$ cat src/rtl/ibid_pkg.sv
package ibid_pkg;
  typedef enum logic [1:0] {
    LVL_ANY  = 2'd0,
    LVL_HALF = 2'd1,
    LVL_3Q   = 2'd2,
    LVL_ALL  = 2'd3
  } trig_lvl_e;

  localparam logic [1:0] TYPE_RX = 2'b11;
  localparam logic [1:0] TYPE_TX = 2'b10;

  function automatic int lvl_threshold(input logic [1:0] lvl, input int depth);
    case (trig_lvl_e'(lvl))
      LVL_ANY:  return 1;
      LVL_HALF: return depth / 2;
      LVL_3Q:   return (depth * 3) / 4;
      default:  return depth;
    endcase
  endfunction
endpackage

$ cat src/rtl/fifo_bid.sv
module fifo_bid #(
  parameter int         DEPTH = 16,
  parameter int         CH_W  = 3,
  parameter logic [1:0] TYPE  = 2'b11,
  localparam int        CNT_W = $clog2(DEPTH + 1),
  localparam int        BID_W = CNT_W + 2 + CH_W
) (
  input  logic [CNT_W-1:0] cnt_i,
  input  logic [1:0]       lvl_i,
  input  logic             en_i,
  input  logic [CH_W-1:0]  chan_i,
  output logic             active_o,
  output logic [BID_W-1:0] bid_o
);
  localparam logic [CNT_W-1:0] MAX_CNT = CNT_W'(DEPTH);

  logic [CNT_W-1:0] sat_cnt;
  logic [CNT_W-1:0] thr;

  always_comb begin
    sat_cnt  = (cnt_i > MAX_CNT) ? MAX_CNT : cnt_i;
    thr      = CNT_W'(ibid_pkg::lvl_threshold(lvl_i, DEPTH));
    active_o = en_i && (sat_cnt >= thr);
    bid_o    = active_o ? {sat_cnt, TYPE, chan_i} : '0;
  end
endmodule

$ cat src/rtl/event_bid.sv
module event_bid #(
  parameter int         PRIO_W = 5,
  parameter int         CH_W   = 3,
  parameter logic [1:0] TYPE   = 2'b00,
  localparam int        BID_W  = PRIO_W + 2 + CH_W
) (
  input  logic              clk_i,
  input  logic              rst_ni,
  input  logic              set_i,
  input  logic              clr_i,
  input  logic              en_i,
  input  logic [PRIO_W-1:0] prio_i,
  input  logic [CH_W-1:0]   chan_i,
  output logic              active_o,
  output logic [BID_W-1:0]  bid_o
);
  logic pending_q;

  always_ff @(posedge clk_i or negedge rst_ni) begin
    if (!rst_ni)     pending_q <= 1'b0;
    else if (set_i)  pending_q <= 1'b1;
    else if (clr_i)  pending_q <= 1'b0;
  end

  assign active_o = pending_q && en_i;
  assign bid_o    = active_o ? {prio_i, TYPE, chan_i} : '0;

  assert_set_pends_R7: assert property (@(posedge clk_i) disable iff (!rst_ni)
    (set_i && en_i) |=> active_o || !en_i);
  assert_set_beats_clr_R8: assert property (@(posedge clk_i) disable iff (!rst_ni)
    (set_i && clr_i) |=> pending_q);
  assert_clr_drops_R8: assert property (@(posedge clk_i) disable iff (!rst_ni)
    (clr_i && !set_i) |=> !active_o);
  assert_hold_R7: assert property (@(posedge clk_i) disable iff (!rst_ni)
    (pending_q && !clr_i) |=> pending_q);
  assert_mask_R10: assert property (@(posedge clk_i) disable iff (!rst_ni)
    !en_i |-> (bid_o == '0));
endmodule

$ cat src/rtl/irq_bid_gen.sv
module irq_bid_gen #(
  parameter int  DEPTH   = 16,
  parameter int  CH_W    = 3,
  parameter int  NUM_EVT = 4,
  localparam int CNT_W   = $clog2(DEPTH + 1),
  localparam int BID_W   = CNT_W + 2 + CH_W
) (
  input  logic                     clk_i,
  input  logic                     rst_ni,
  input  logic [CH_W-1:0]          chan_i,
  input  logic [CNT_W-1:0]         rx_count_i,
  input  logic [1:0]               rx_level_i,
  input  logic                     rx_en_i,
  input  logic [CNT_W-1:0]         tx_free_i,
  input  logic [1:0]               tx_level_i,
  input  logic                     tx_en_i,
  input  logic [NUM_EVT-1:0]       evt_set_i,
  input  logic [NUM_EVT-1:0]       evt_clr_i,
  input  logic [NUM_EVT-1:0]       evt_en_i,
  input  logic [NUM_EVT*CNT_W-1:0] evt_prio_i,
  output logic                     rx_active_o,
  output logic [BID_W-1:0]         rx_bid_o,
  output logic                     tx_active_o,
  output logic [BID_W-1:0]         tx_bid_o,
  output logic [NUM_EVT-1:0]       evt_active_o,
  output logic [NUM_EVT*BID_W-1:0] evt_bid_o
);
  fifo_bid #(.DEPTH(DEPTH), .CH_W(CH_W), .TYPE(ibid_pkg::TYPE_RX)) u_rx (
    .cnt_i(rx_count_i), .lvl_i(rx_level_i), .en_i(rx_en_i), .chan_i(chan_i),
    .active_o(rx_active_o), .bid_o(rx_bid_o)
  );

  fifo_bid #(.DEPTH(DEPTH), .CH_W(CH_W), .TYPE(ibid_pkg::TYPE_TX)) u_tx (
    .cnt_i(tx_free_i), .lvl_i(tx_level_i), .en_i(tx_en_i), .chan_i(chan_i),
    .active_o(tx_active_o), .bid_o(tx_bid_o)
  );

  for (genvar k = 0; k < NUM_EVT; k++) begin : g_evt
    event_bid #(.PRIO_W(CNT_W), .CH_W(CH_W), .TYPE(2'(k))) u_evt (
      .clk_i(clk_i), .rst_ni(rst_ni),
      .set_i(evt_set_i[k]), .clr_i(evt_clr_i[k]), .en_i(evt_en_i[k]),
      .prio_i(evt_prio_i[k*CNT_W +: CNT_W]), .chan_i(chan_i),
      .active_o(evt_active_o[k]), .bid_o(evt_bid_o[k*BID_W +: BID_W])
    );
  end

  assert_rx_mask_R6: assert property (@(posedge clk_i) disable iff (!rst_ni)
    !rx_en_i |-> !rx_active_o && rx_bid_o == '0);
  assert_tx_mask_R6: assert property (@(posedge clk_i) disable iff (!rst_ni)
    !tx_en_i |-> !tx_active_o && tx_bid_o == '0);
  assert_rx_nonzero_R1: assert property (@(posedge clk_i) disable iff (!rst_ni)
    rx_active_o |-> rx_bid_o[BID_W-1 -: CNT_W] != '0 && rx_bid_o[CH_W +: 2] == 2'b11);
  assert_tx_nonzero_R2: assert property (@(posedge clk_i) disable iff (!rst_ni)
    tx_active_o |-> tx_bid_o[BID_W-1 -: CNT_W] != '0 && tx_bid_o[CH_W +: 2] == 2'b10);
  assert_rx_clamp_R5: assert property (@(posedge clk_i) disable iff (!rst_ni)
    rx_active_o |-> rx_bid_o[BID_W-1 -: CNT_W] <= CNT_W'(DEPTH));
  assert_tx_clamp_R5: assert property (@(posedge clk_i) disable iff (!rst_ni)
    tx_active_o |-> tx_bid_o[BID_W-1 -: CNT_W] <= CNT_W'(DEPTH));
endmodule

$ cat config.mk
export PLATFORM = sky130hd
export DESIGN_NAME = irq_bid_gen
export DESIGN_NICKNAME = d
export VERILOG_FILES = /design/src/rtl/ibid_pkg.sv /design/src/rtl/fifo_bid.sv /design/src/rtl/event_bid.sv /design/src/rtl/irq_bid_gen.sv
export SDC_FILE = /design/constraint.sdc
export NUM_CORES = 1
export LEC_CHECK = 0
export BUFFER_PORTS_ARGS = -buffer_cell sky130_fd_sc_hd__buf_2
export CORE_MARGIN = 4
export CORE_UTILIZATION = 32
export CTS_BUF_LIST = sky130_fd_sc_hd__clkbuf_8
export CTS_CLUSTER_SIZE = 8
export DETAILED_ROUTE_END_ITERATION = 12
export HOLD_SLACK_MARGIN = 0.03
export PLACE_DENSITY = 0.77
export SYNTH_ARGS = -nofsm -noshare
export SYNTH_HDL_FRONTEND = slang
export SYNTH_SLANG_ARGS = --single-unit
$ cat constraint.sdc
create_clock -name clk_i -period 2.4 [get_ports clk_i]
set_clock_uncertainty 0.1 [all_clocks]
set_input_delay 0.36 -clock clk_i [delete_from_list [all_inputs] [get_ports clk_i]]
set_output_delay 0.36 -clock clk_i [all_outputs]
set_load 0.01 [all_outputs]
==> metrics.txt <==
final setup violation count=0; crit share post-route=95.3%; worst hold slack=0.221 ns; Port Buffers=113; drt drc=0; clock-pin slew on the worst setup and hold paths=0.03 ns; share of cells above drive strength 1=52.0%; Yosys warnings=0; Worst Slack Setup Final=0.112 ns; TritonCTS Sinks=4; final core occ=52.7%; GRT Util Overall=15.4%; initial antenna violation count=0; cell taking the most area after synthesis=and3_1; synth unique cells=22; mapped cell area=1050 µm²; vias=1,330; fin crit period=2.29 ns; CTS root buffer=clkbuf_8; Die X=65.3 µm; net count reported at finish=317; largest net degree at the start of global routing=11; reg2reg setup slack=1.54 ns; status=finished, final reports clean; cells after synthesis=145; Final ANT Viol Nets=0; Initial Util=33.9%; pre-CTS WS=0.0388 ns; Num CTS Buffers=3; register bit total from synthesis=4; Hold Path Class=in2reg; area grow syn2layout=55.5%; Core Box Area=3100 µm²; most frequent cells in the layout=buf_2 (113), and3_1 (32), inv_1 (16), a21oi_1 (15), nand2_1 (14); max reg flops=4; RSZ-0062 raised after global routing=no; TritonRoute pass-1 iters=4; Fillers=321; Hold Violations, Final=0; Setup Total Neg Slack=0 ns; Top Registers=g_evt.u_evt.pending_q x4; first-pass GRT wire length=5.30 mm; Max Freq=437 MHz; Crit Path Max Fanout=8; leak pwr=1.11 nW; Critical Path Source Type=input port; die height=65.3 µm; Pwr Total=512 µW; Max Buffers Root-to-Sink=2; required time of the critical path=1.94 ns; post-DR vias/cell=4.55; Most flops, register=g_evt.u_evt.pending_q; # H-tree levels=1; vias in the first global route=1,199; number of inserted diodes=0; syn_area_per_cell=7.26 µm²; dominant cells by area after synthesis=and3_1 (19%), ha_1 (17%), buf_4 (11%); Power Density=313 nW/µm²; peak supply drop=0.191 mV; total gr overflow=0; io pins=119; share of Yosys cell area claimed by the top area cell type=19.0%; CTS tree=yes; clk_lat worst skew=0.22 ns; CP endpoint kind=primary output; Placer Congestion=0.746; commonest non-fill, non-tap cell in the layout=buf_2; Max Slew Vio Count=0; arrival time at the worst endpoint=1.83 ns; Die ar.=4270 µm²; Setup CP Type=in2out; sequential fraction of the synthesis area=9.51%; DRT Wirelength=3.52 mm; hpwl dp=2.95 mm; WL/cell=12.1 µm; row count=20; max-cap violation count=0; initial drt markers=39
timing repair:
action / 4_1_cts / 5_1_grt
hold buffers: 1 / 0
hold endpoints to repair: 4 / 0
resized for setup: 0 / 2
endpoints found under the setup margin: 0 / 10
buffers inserted: 0 / 0
power by group:
part           leakage [nW]  total, mW  internal [mW]  switching, mW
Combinational          1.04      0.285          0.134          0.151
Clock                0.0216      0.145          0.107         0.0376
Sequential           0.0431     0.0821         0.0725        0.00968
worst max-delay path: stages:
cell      delay (ns)
buf_2           0.09
inv_1           0.05
ha_1            0.27
inv_1           0.07
ha_4            0.28
nand3_2         0.08
o21bai_4        0.23
a211oi_2        0.23
buf_2           0.16
area by class of cell:
class / count / area, µm² / area share (%)
multi-input combinational: 110 / 797 / 48.7
timing repair buffer: 115 / 583 / 35.6
clock buffer: 3 / 41.3 / 2.52
inverter: 16 / 60.1 / 3.67
sequential: 4 / 100 / 6.12
tap: 44 / 55.1 / 3.36
cells in the mapped netlist:
cell type,instances
and3_1,32
a21oi_1,16
buf_4,16
inv_1,16
ha_1,14
nand2_1,14
a21o_1,6
and2_1,4
dfrtp_1,4
nand2b_1,4
nor2b_1,4
clkbuf_1,3
a211oi_2,2
o21bai_4,2
a21oi_2,1
a21oi_4,1
buf_1,1
conb_1,1
nand3_1,1
nand3_2,1
nor2b_2,1
nor2b_4,1
layer usage:
layer / GRT usage [%] / wire (µm) / vias up
li1: - / - / 680
met1: 17.8 / 1360 / 563
met2: 27.9 / 1710 / 83
met3: 4.44 / 438 / 4
met4: 3.11 / 22 / 0
met5: 0 / 0 / -
cells by family after synthesis:
group | after synthesis | synth area share, %
other | 1 | 0.356
AOI/OAI and AO/OA | 28 | 20.2
DFF | 4 | 9.51
buffers and inverters | 36 | 18.5
adders and majority gates | 14 | 16.6
and+or+nand+nor | 62 | 34.7
worst paths after layout:
path	depth (start not counted)	startpoint	endpoint
worst min register to register	1	g_evt[2].u_evt.pending_q	g_evt[2].u_evt.pending_q
min in group asynchronous	2	rst_ni	g_evt[3].u_evt.pending_q
worst max register to register	1	g_evt[3].u_evt.pending_q	g_evt[3].u_evt.pending_q
worst min-delay path	2	evt_set_i[3]	g_evt[3].u_evt.pending_q
worst max-delay path	9	tx_level_i[0]	tx_bid_o[5]
max in group asynchronous	2	rst_ni	g_evt[0].u_evt.pending_q
per-stage QoR:
step | instance area [µm²] | instances
2_1_floorplan | 1070 | 149
3_3_place_gp | 1560 | 287
3_5_place_dp | 1560 | 287
4_1_cts | 1610 | 291
5_1_grt | 1640 | 292
6_report | 1640 | 292
No activity file was read; power rests on OpenSTA's default activity.
